==> src/rtl/vga_pkg.sv <==
package vga_pkg;
    localparam int CW = 4;
    localparam int R_LSB = 0;
    localparam int G_LSB = 4;
    localparam int B_LSB = 8;

    typedef struct packed {
        logic [CW-1:0] r;
        logic [CW-1:0] g;
        logic [CW-1:0] b;
    } rgb_t;

    localparam rgb_t RGB_BLACK = '{r: '0, g: '0, b: '0};
endpackage

==> src/rtl/vga_timing.sv <==
module vga_timing #(
    parameter int H_ACTIVE = 640,
    parameter int H_FP     = 16,
    parameter int H_SYNC   = 96,
    parameter int H_BP     = 48,
    parameter int V_ACTIVE = 480,
    parameter int V_FP     = 10,
    parameter int V_SYNC   = 2,
    parameter int V_BP     = 33
) (
    input  logic clk,
    input  logic rst_n,
    output logic active,
    output logic at_origin,
    output logic hsync_on,
    output logic vsync_on
);
    localparam int H_TOTAL = H_ACTIVE + H_FP + H_SYNC + H_BP;
    localparam int V_TOTAL = V_ACTIVE + V_FP + V_SYNC + V_BP;
    localparam int HW = $clog2(H_TOTAL);
    localparam int VW = $clog2(V_TOTAL);
    localparam logic [HW-1:0] H_LAST = HW'(H_TOTAL - 1);
    localparam logic [HW-1:0] H_VIS  = HW'(H_ACTIVE);
    localparam logic [HW-1:0] H_SS   = HW'(H_ACTIVE + H_FP);
    localparam logic [HW-1:0] H_SE   = HW'(H_ACTIVE + H_FP + H_SYNC);
    localparam logic [VW-1:0] V_LAST = VW'(V_TOTAL - 1);
    localparam logic [VW-1:0] V_VIS  = VW'(V_ACTIVE);
    localparam logic [VW-1:0] V_SS   = VW'(V_ACTIVE + V_FP);
    localparam logic [VW-1:0] V_SE   = VW'(V_ACTIVE + V_FP + V_SYNC);

    typedef struct packed {
        logic [HW-1:0] h;
        logic [VW-1:0] v;
    } pos_t;

    pos_t pos_d, pos_q;

    always_comb begin
        pos_d = pos_q;
        if (pos_q.h == H_LAST) begin
            pos_d.h = '0;
            pos_d.v = (pos_q.v == V_LAST) ? '0 : pos_q.v + 1'b1;
        end else begin
            pos_d.h = pos_q.h + 1'b1;
        end
        active    = (pos_q.h < H_VIS) && (pos_q.v < V_VIS);
        at_origin = (pos_q.h == '0) && (pos_q.v == '0);
        hsync_on  = (pos_q.h >= H_SS) && (pos_q.h < H_SE);
        vsync_on  = (pos_q.v >= V_SS) && (pos_q.v < V_SE);
    end

    always_ff @(posedge clk) begin
        if (!rst_n) pos_q <= '0;
        else        pos_q <= pos_d;
    end

    // the line counter wraps to zero after its last clock
    a_r2_line_wrap: assert property (@(posedge clk) disable iff (!rst_n)
        pos_q.h == H_LAST |=> pos_q.h == '0);
    // the line number only moves at a line boundary
    a_r3_line_hold: assert property (@(posedge clk) disable iff (!rst_n)
        pos_q.h != H_LAST |=> $stable(pos_q.v));
endmodule

==> src/rtl/vga_align.sv <==
module vga_align (
    input  logic clk,
    input  logic rst_n,
    input  logic active,
    input  logic at_origin,
    input  logic tvalid,
    input  logic tuser,
    output logic tready,
    output logic show,
    output logic underflow
);
    typedef struct packed {
        logic locked;
        logic under;
    } align_t;

    align_t st_d, st_q;

    always_comb begin
        st_d = st_q;
        if (st_q.locked) begin
            tready = active && !(tuser && !at_origin);
            if (active && tvalid && tuser && !at_origin) st_d.locked = 1'b0;
            if (active && !tvalid) st_d.under = 1'b1;
        end else begin
            tready = !tuser || at_origin;
            if (at_origin && tvalid && tuser) st_d.locked = 1'b1;
        end
        show = tvalid && tready && active && (st_q.locked || (at_origin && tuser));
        underflow = st_q.under;
    end

    always_ff @(posedge clk) begin
        if (!rst_n) st_q <= '0;
        else        st_q <= st_d;
    end

    // a locked block never takes words during blanking
    a_r6_ready_active: assert property (@(posedge clk) disable iff (!rst_n)
        st_q.locked && !active |-> !tready);
    // an unlocked block holds a start-of-frame word away from the origin
    a_r7_hold_sof: assert property (@(posedge clk) disable iff (!rst_n)
        !st_q.locked && tvalid && tuser && !at_origin |-> !tready);
    // a misplaced start-of-frame mark drops the lock
    a_r8_unlock: assert property (@(posedge clk) disable iff (!rst_n)
        st_q.locked && active && tvalid && tuser && !at_origin |=> !st_q.locked);
    // the underflow flag is sticky
    a_r9_sticky: assert property (@(posedge clk) disable iff (!rst_n)
        st_q.under |=> st_q.under);
endmodule

==> src/rtl/vga_pixel_out.sv <==
module vga_pixel_out
    import vga_pkg::*;
#(
    parameter int PIX_W = 16
) (
    input  logic             clk,
    input  logic             rst_n,
    input  logic             show,
    input  logic [PIX_W-1:0] pixel,
    input  logic             hsync_on,
    input  logic             vsync_on,
    output rgb_t             color,
    output logic             hsync_n,
    output logic             vsync_n
);
    typedef struct packed {
        rgb_t c;
        logic hs_n;
        logic vs_n;
    } out_t;

    out_t o_d, o_q;

    always_comb begin
        o_d.c = RGB_BLACK;
        if (show) begin
            o_d.c.r = pixel[R_LSB +: CW];
            o_d.c.g = pixel[G_LSB +: CW];
            o_d.c.b = pixel[B_LSB +: CW];
        end
        o_d.hs_n = !hsync_on;
        o_d.vs_n = !vsync_on;
    end

    always_ff @(posedge clk) begin
        if (!rst_n) o_q <= '{c: RGB_BLACK, hs_n: 1'b1, vs_n: 1'b1};
        else        o_q <= o_d;
    end

    assign color   = o_q.c;
    assign hsync_n = o_q.hs_n;
    assign vsync_n = o_q.vs_n;

    // nothing but black leaves when no pixel was chosen for display
    a_r5_black: assert property (@(posedge clk) disable iff (!rst_n)
        !show |=> color == RGB_BLACK);
endmodule

==> src/rtl/vga_stream_out.sv <==
module vga_stream_out
    import vga_pkg::*;
#(
    parameter int PIX_W    = 16,
    parameter int H_ACTIVE = 640,
    parameter int H_FP     = 16,
    parameter int H_SYNC   = 96,
    parameter int H_BP     = 48,
    parameter int V_ACTIVE = 480,
    parameter int V_FP     = 10,
    parameter int V_SYNC   = 2,
    parameter int V_BP     = 33
) (
    input  logic             clk,
    input  logic             rst_n,
    input  logic [PIX_W-1:0] s_tdata,
    input  logic             s_tvalid,
    input  logic             s_tuser,
    output logic             s_tready,
    output logic [3:0]       vga_r,
    output logic [3:0]       vga_g,
    output logic [3:0]       vga_b,
    output logic             vga_hsync_n,
    output logic             vga_vsync_n,
    output logic             underflow
);
    logic active, at_origin, hsync_on, vsync_on, show;
    rgb_t color;

    vga_timing #(
        .H_ACTIVE(H_ACTIVE), .H_FP(H_FP), .H_SYNC(H_SYNC), .H_BP(H_BP),
        .V_ACTIVE(V_ACTIVE), .V_FP(V_FP), .V_SYNC(V_SYNC), .V_BP(V_BP)
    ) u_timing (
        .clk(clk), .rst_n(rst_n), .active(active), .at_origin(at_origin),
        .hsync_on(hsync_on), .vsync_on(vsync_on)
    );

    vga_align u_align (
        .clk(clk), .rst_n(rst_n), .active(active), .at_origin(at_origin),
        .tvalid(s_tvalid), .tuser(s_tuser), .tready(s_tready),
        .show(show), .underflow(underflow)
    );

    vga_pixel_out #(.PIX_W(PIX_W)) u_out (
        .clk(clk), .rst_n(rst_n), .show(show), .pixel(s_tdata),
        .hsync_on(hsync_on), .vsync_on(vsync_on), .color(color),
        .hsync_n(vga_hsync_n), .vsync_n(vga_vsync_n)
    );

    assign vga_r = color.r;
    assign vga_g = color.g;
    assign vga_b = color.b;
endmodule

==> config.mk <==
export PLATFORM = sky130hd
export DESIGN_NAME = vga_stream_out
export DESIGN_NICKNAME = d
export VERILOG_FILES = /design/src/rtl/vga_pkg.sv /design/src/rtl/vga_timing.sv /design/src/rtl/vga_align.sv /design/src/rtl/vga_pixel_out.sv /design/src/rtl/vga_stream_out.sv
export SDC_FILE = /design/constraint.sdc
export NUM_CORES = 1
export LEC_CHECK = 0
export BUFFER_PORTS_ARGS = -buffer_cell sky130_fd_sc_hd__buf_2
export CORE_MARGIN = 2
export CORE_UTILIZATION = 49
export CTS_CLUSTER_DIAMETER = 50
export CTS_CLUSTER_SIZE = 24
export DETAILED_ROUTE_END_ITERATION = 8
export PLACE_DENSITY = 0.74
export SYNTH_ARGS = -nofsm -noshare
export SYNTH_HDL_FRONTEND = slang
export SYNTH_SLANG_ARGS = --single-unit
export TNS_END_PERCENT = 5
==> constraint.sdc <==
create_clock -name clk -period 2.13 [get_ports clk]
set_input_delay 0.426 -clock clk [delete_from_list [all_inputs] [get_ports clk]]
set_output_delay 0.426 -clock clk [all_outputs]
set_load 0.005 [all_outputs]
==> out/metrics.yaml, run 1 <==
status:
  status: "finished, violations left"
  failed_checks: "negative setup slack"
yosys:
  syn-cell-area_mm2: 0.00154
  seq_area_frac_synth_pct: 46.9
  synth_flop_cell: "dfxtp_1"
  synth_edf_count: 0
  synth_seq_cells: 36
  synthDistinctLibCells: 41
  synthArstFlopShare_pct: 0
  syn_nets: 204
  ys_warn_count: 0
  synth_most_common_cell: "dfxtp_1"
  synthTopCellsByCount: "36 x dfxtp_1, 28 x nand2_1, 27 x nor2_1, 8 x nand3_1, 8 x xnor2_1"
  yosysTopAreaCellShare_pct: 46.9
  synth_cells: 180
  synth_area_leader_cell: "dfxtp_1"
  avgSynthCellArea_um2: 8.54
  netlist_top_cells_area: "dfxtp_1 47%, nand2_1 6.8%, nor2_1 6.6%"
setup_path:
  start_kind: "register"
  criticalPathCategory: "reg2out"
  slowest_delay_ns: 0.45
  crit_path_max_fanout: 2
  path_cells: "inv_2 -> ha_4 -> or4b_4 -> o31a_1 -> a21oi_1 -> buf_2"
  cpLargestDelayFamily: "simple AND/OR/NAND/NOR gates"
  slowest_stage: "or4b_4"
  end_kind: "output port"
  path_buf_inv: 2
  crit_arrival_ns: 1.80
  required_ns: 1.70
clocking:
  cts_hold_buf: 0
  cts_tree: "done"
  cts_sinks: 36
  clk_latency_ns: 0.33
  cts-htree-levels: 2
  clk_path_buf_depth: 2
  cts-buffers-inserted: 5
  clk_pin_slew_ns: 0.10
  cts_root_buf: "clkbuf_4"
timing:
  hold-worst-slack_ns: 0.295
  setup_viol_count_final: 1
  drv_slew: 0
  post-route-min-period_ns: 2.22
  tightest_slew_ns: 0.494
  worst_slack_ns: -0.0937
  fmax_ghz: 0.450
  fin_crit_sh_pct: 104
  finalHoldViolCount: 0
  relSlewSlack_pct: 66.8
  finalClockSkew_ns: 0.00916
  grt_setup_unrepaired: "true"
placement:
  pre_cts_slack_ns: 0.0874
  place_congestion: 0.848
  placed_cells: 259
  hpwlAfterDp_um: 2430
  numPortBuffers: 31
route:
  drtAntennaViolNets: 0
  drc: 0
  routed-via-count: 1386
  drt-total-wl_um: 3260
  drt_first_pass_iters: 4
  drtIter0Drc: 83
  wl_per_cell_um: 12.2
  drt-vias-per-instance: 5.17
grt:
  antenna_found_initial: 0
  grtUsageMet3_pct: 6.06
  top_usage_layer: "met2"
  grt_pass1_wl_um: 5340
  overflow: 0
  grt_max_degree: 17
  grt_util_met2_pct: 32.6
  grt_pass1_vias: 1257
  grt_usage_pct: 19.9
  gr-usage-met1_pct: 24.6
floorplan:
  pin_count: 36
  start_util_pct: 50.7
  die_x_um: 60.0
  core_region_area_mm2: 0.00303
  row_count: 20
  dieArea_mm2: 0.00360
  die_y_um: 60.0
cells_and_area:
  area_delta_synth_final_pct: 24.6
  n_fill_cell: 268
  final_cells: 268
  drive_gt1_share_pct: 28.1
  layout.nets: 247
  postLayoutCoreUtil_pct: 63.2
  num_antenna_cells: 0
power_and_ir_drop:
  intPower_uw: 897
  clkPwrFrac_pct: 32.0
  switchingPower_uw: 260
  ir_drop_mv: 0.426
  comb_power_share_pct: 8.2
  p_seq_share_pct: 59.8
  switching_share_pct: 22.5
  p_total_mw: 1.16
  pwr_density_cell_mw_per_mm2: 605
  static-leakage-power_nw: 0.783
job:
  maxCapViolCount: 0
worst_hold_path:
  holdCritPathClass: "in2reg"
[metrics by stage]
stage	TNS, ns	area (µm²)
after detailed placement	0	1800
after floorplan	0	1540
after global routing	-0.167	1910
after CTS	-0.142	1890
after global placement	0	1800
final	-0.0937	1910
[flip-flops by register name, summed over array words and instances, names as in the netlist]
register	flops
u_align.underflow	1
u_out.vsync_n	1
u_align.st_q	1
u_out.hsync_n	1
u_timing.pos_q	20
u_out.color	12
[worst reg2reg max path: cells and delay by family (launching register included)]
family	cells	cell delay, ns
flip-flops	1	0.35
buffers and inverters	2	0.29
adder cells (fa/ha/maj)	1	0.21
AND/OR/NAND/NOR	2	0.62
AO/OA/AOI/OAI	2	0.44
[cell families after synthesis]
logic type	Yosys count	synth area share, %
DFF	36	46.9
muxes	1	0.651
xor gates and xnor gates	11	6.27
adders and majority gates	4	3.26
buffers and inverters	12	3.01
and+or+nand+nor	96	30.9
AOI/OAI and AO/OA	20	8.96
[what timing repair did]
item | in CTS | in global routing
setup endpoints to repair | 1 | 3
pin swaps | 2 | 1
setup buffers | 1 | 0
resized for setup | 8 | 7
[placed cells by master (no fill, tap or decap), types with 5 or more instances in the layout]
cell	n
nor2_1	27
buf_4	10
nand3_1	8
buf_2	31
dfxtp_2	5
clkbuf_4	5
dfxtp_1	31
xnor2_1	8
nand2_1	28
inv_1	5
[path summary, 6_finish.rpt]
check                              endpoint  slack (ns)                           start  cells past startpoint
min               u_out.color[4]$_SDFF_PN0_        0.29                      s_tdata[4]                      3
max reg2reg  u_timing.pos_q[8]$_SDFFE_PN0P_        0.11   u_timing.pos_q[10]$_SDFF_PP0_                      7
max                                s_tready       -0.09   u_timing.pos_q[11]$_SDFF_PP0_                      6
min reg2reg  u_align.underflow$_SDFFE_PN0P_        0.48  u_align.underflow$_SDFFE_PN0P_                      1
[cell type report]
| type | count | area, µm² | share of cell area (%) |
|---|---|---|---|
| multi-input combinational | 132 | 817 | 42.7 |
| sequential | 36 | 727 | 38.0 |
| timing repair buffer | 41 | 230 | 12.0 |
| clock buffer | 8 | 58.8 | 3.07 |
| tap | 44 | 55.1 | 2.88 |
| inverter | 7 | 26.3 | 1.37 |
[metal layers]
metal | wire length [µm] | up-vias
li1 | - | 708
met1 | 1490 | 640
met2 | 1570 | 34
met3 | 172 | 4
met4 | 32 | 0
met5 | 0 | -
[power groups by stage]
stage	Sequential (mW)	Clock, mW	Combinational [mW]
2_1_floorplan	0.710	0	0.0384
3_3_place_gp	0.708	0	0.0824
3_5_place_dp	0.708	0	0.0854
4_1_cts	0.693	0.382	0.0949
5_1_grt	0.695	0.408	0.106
6_report	0.692	0.370	0.0953
Note: power is estimated with default switching activity, not from simulation.
==> inputs of run 2 (changes only) <==
--- a/constraint.sdc
+++ b/constraint.sdc
@@ -3,2 +3,2 @@
 set_output_delay 0.426 -clock clk [all_outputs]
-set_load 0.005 [all_outputs]
+set_load 0.01 [all_outputs]
==> run 2 against run 1 <==
  * Wire length up 9.9%
  * Flip-flop and latch count is the same
  * Maximum frequency is 2.3% lower
  * The flow still finishes with violations (negative setup slack)
  * Clock skew decreased by 0.0013 ns
  * Die area unchanged
  * Highest routed layer unchanged
  * Register-to-register slack got worse by 0.04 ns
  * Critical endpoint unchanged
  * Critical path type unchanged
==> out/metrics.yaml, run 2 (synthesized netlist as in run 1, its figures left out) <==
clocking:
  cts_root_buf: "clkbuf_4"
  cts_hold_buf: 0
  clk_pin_slew_ns: 0.11
  cts-htree-levels: 2
  cts-buffers-inserted: 5
  cts_tree: "done"
  clk_latency_ns: 0.34
  clk_path_buf_depth: 2
  cts_sinks: 36
cells_and_area:
  layout.nets: 255
  drive_gt1_share_pct: 32.8
  num_antenna_cells: 0
  final_cell_mix: "31 x buf_2, 30 x dfxtp_1, 28 x nand2_1"
  final_common_cell: "buf_2"
  postLayoutCoreUtil_pct: 65.9
  regArea_um2: 728
  largest_register: "u_timing.pos_q"
  largest_reg_flops: 20
  area_delta_synth_final_pct: 29.8
  n_fill_cell: 274
  multi_input_area_um2: 833
grt:
  grt_pass1_vias: 1406
  overflow: 0
  antenna_found_initial: 0
  grt_max_degree: 17
  grt_pass1_wl_um: 5930
  grt_usage_pct: 22.3
timing:
  finalHoldViolCount: 0
  worst_slack_ns: -0.146
  relSlewSlack_pct: 68.9
  fin_crit_sh_pct: 107
  grt_setup_unrepaired: "true"
  setup_viol_count_final: 1
  drv_slew: 0
  fin_setup_tns_ns: -0.146
  finalClockSkew_ns: 0.00789
  hold-worst-slack_ns: 0.283
  post-route-min-period_ns: 2.28
  fmax_ghz: 0.439
  tightest_slew_ns: 0.463
job:
  maxCapViolCount: 0
placement:
  place_congestion: 0.820
  pre_cts_slack_ns: 0.0905
  hpwlAfterDp_um: 2520
  numPortBuffers: 31
route:
  highest_layer: "met4"
  drt-total-wl_um: 3580
  wl_per_cell_um: 13.0
  drtAntennaViolNets: 0
  drt_first_pass_iters: 4
  drc: 0
  met3_length_um: 231
  wl_met1_um: 1460
  drt-vias-per-instance: 5.28
  routed-via-count: 1456
  wl_met2_um: 1810
  drtIter0Drc: 85
floorplan:
  pin_count: 36
  die_x_um: 60.0
  dieArea_mm2: 0.00360
  row_count: 20
  core_region_area_mm2: 0.00303
  start_util_pct: 50.7
  die_y_um: 60.0
worst_hold_path:
  min_path_cells: 3
  holdCritPathClass: "in2reg"
  hold_end: "u_out.color[5]$_SDFF_PN0_"
  min_from: "s_tdata[5]"
setup_path:
  crit_arrival_ns: 1.85
  ff2ff_path_depth: 7
  path_buf_inv: 2
  start_kind: "register"
  timing.rr.start: "u_timing.pos_q[11]$_SDFF_PP0_"
  path_cells: "inv_2 -> ha_4 -> or4b_4 -> o31a_1 -> a21oi_2 -> buf_2"
  slowest_stage: "or4b_4"
  cpLargestDelayFamily: "simple AND/OR/NAND/NOR gates"
  criticalPathCategory: "reg2out"
  slowest_delay_ns: 0.45
  end_kind: "output port"
  required_ns: 1.70
  r2r-end: "u_timing.pos_q[6]$_SDFFE_PN0P_"
  crit_path_max_fanout: 2
  reg2reg_setup_slack_ns: 0.07
status:
  failed_checks: "negative setup slack"
  status: "finished, violations left"
power_and_ir_drop:
  ir_drop_mv: 0.514
  pwr_density_cell_mw_per_mm2: 593
  static-leakage-power_nw: 0.844
-- run 2: metal layers --
layer	global-route usage (%)	vias to the layer above
met2	40.1	44
met4	9.52	0
li1	-	724
met1	24.2	680
met5	0	-
met3	6.49	8
-- run 2: timing repair --
action	4_1_cts	5_1_grt
gates resized for setup	5	14
setup buffers	2	2
endpoints found under the setup margin	1	1
pin swaps	1	2
-- run 2: power by group --
part           leakage [nW]  total [mW]  internal [mW]  switching, mW
Clock                0.0380       0.379          0.157          0.222
Combinational         0.511       0.108         0.0542         0.0534
Sequential            0.294       0.696          0.687        0.00839
Total                 0.844        1.18          0.898          0.284
-- run 2: final cells by class --
| type | instances | area share (%) |
|---|---|---|
| Multi-Input combinational cell | 132 | 41.8 |
| Sequential cell | 36 | 36.5 |
| Clock buffer | 6 | 2.57 |
| Clock inverter | 2 | 0.502 |
| Tap cell | 44 | 2.76 |
| Timing Repair Buffer | 49 | 14.6 |
| Inverter | 7 | 1.32 |
-- run 2: metrics by stage --
stage          instances  instance area [µm²]  power [mW]
6_report             276                 1990        1.18
5_1_grt              276                 1990        1.23
4_1_cts              274                 1930        1.19
3_5_place_dp         264                 1840       0.798
3_3_place_gp         264                 1840       0.794
2_1_floorplan        180                 1540       0.753
-- run 2: worst register-to-register path: stages, from the launching register on --
cell and delay, ns:
dfxtp_2 0.36, buf_4 0.10, buf_4 0.11, ha_1 0.17
nand4_1 0.18, or3_4 0.42, or4_1 0.51, a21oi_1 0.14
-- run 2: worst max-delay path by stage --
stage	from	to	slack, ns	depth (start not counted)
6_report	u_timing.pos_q[11]$_SDFF_PP0_	s_tready	-0.15	6
5_1_grt	u_timing.pos_q[11]$_SDFF_PP0_	s_tready	-0.20	6
4_1_cts	u_timing.pos_q[10]$_SDFF_PP0_	s_tready	-0.17	6
3_5_place_dp	u_timing.pos_q[11]$_SDFF_PP0_	s_tready	0.09	6
3_3_place_gp	u_timing.pos_q[11]$_SDFF_PP0_	s_tready	0.1	6
2_1_floorplan	u_timing.pos_q[10]$_SDFF_PP0_	s_tready	0.12	5
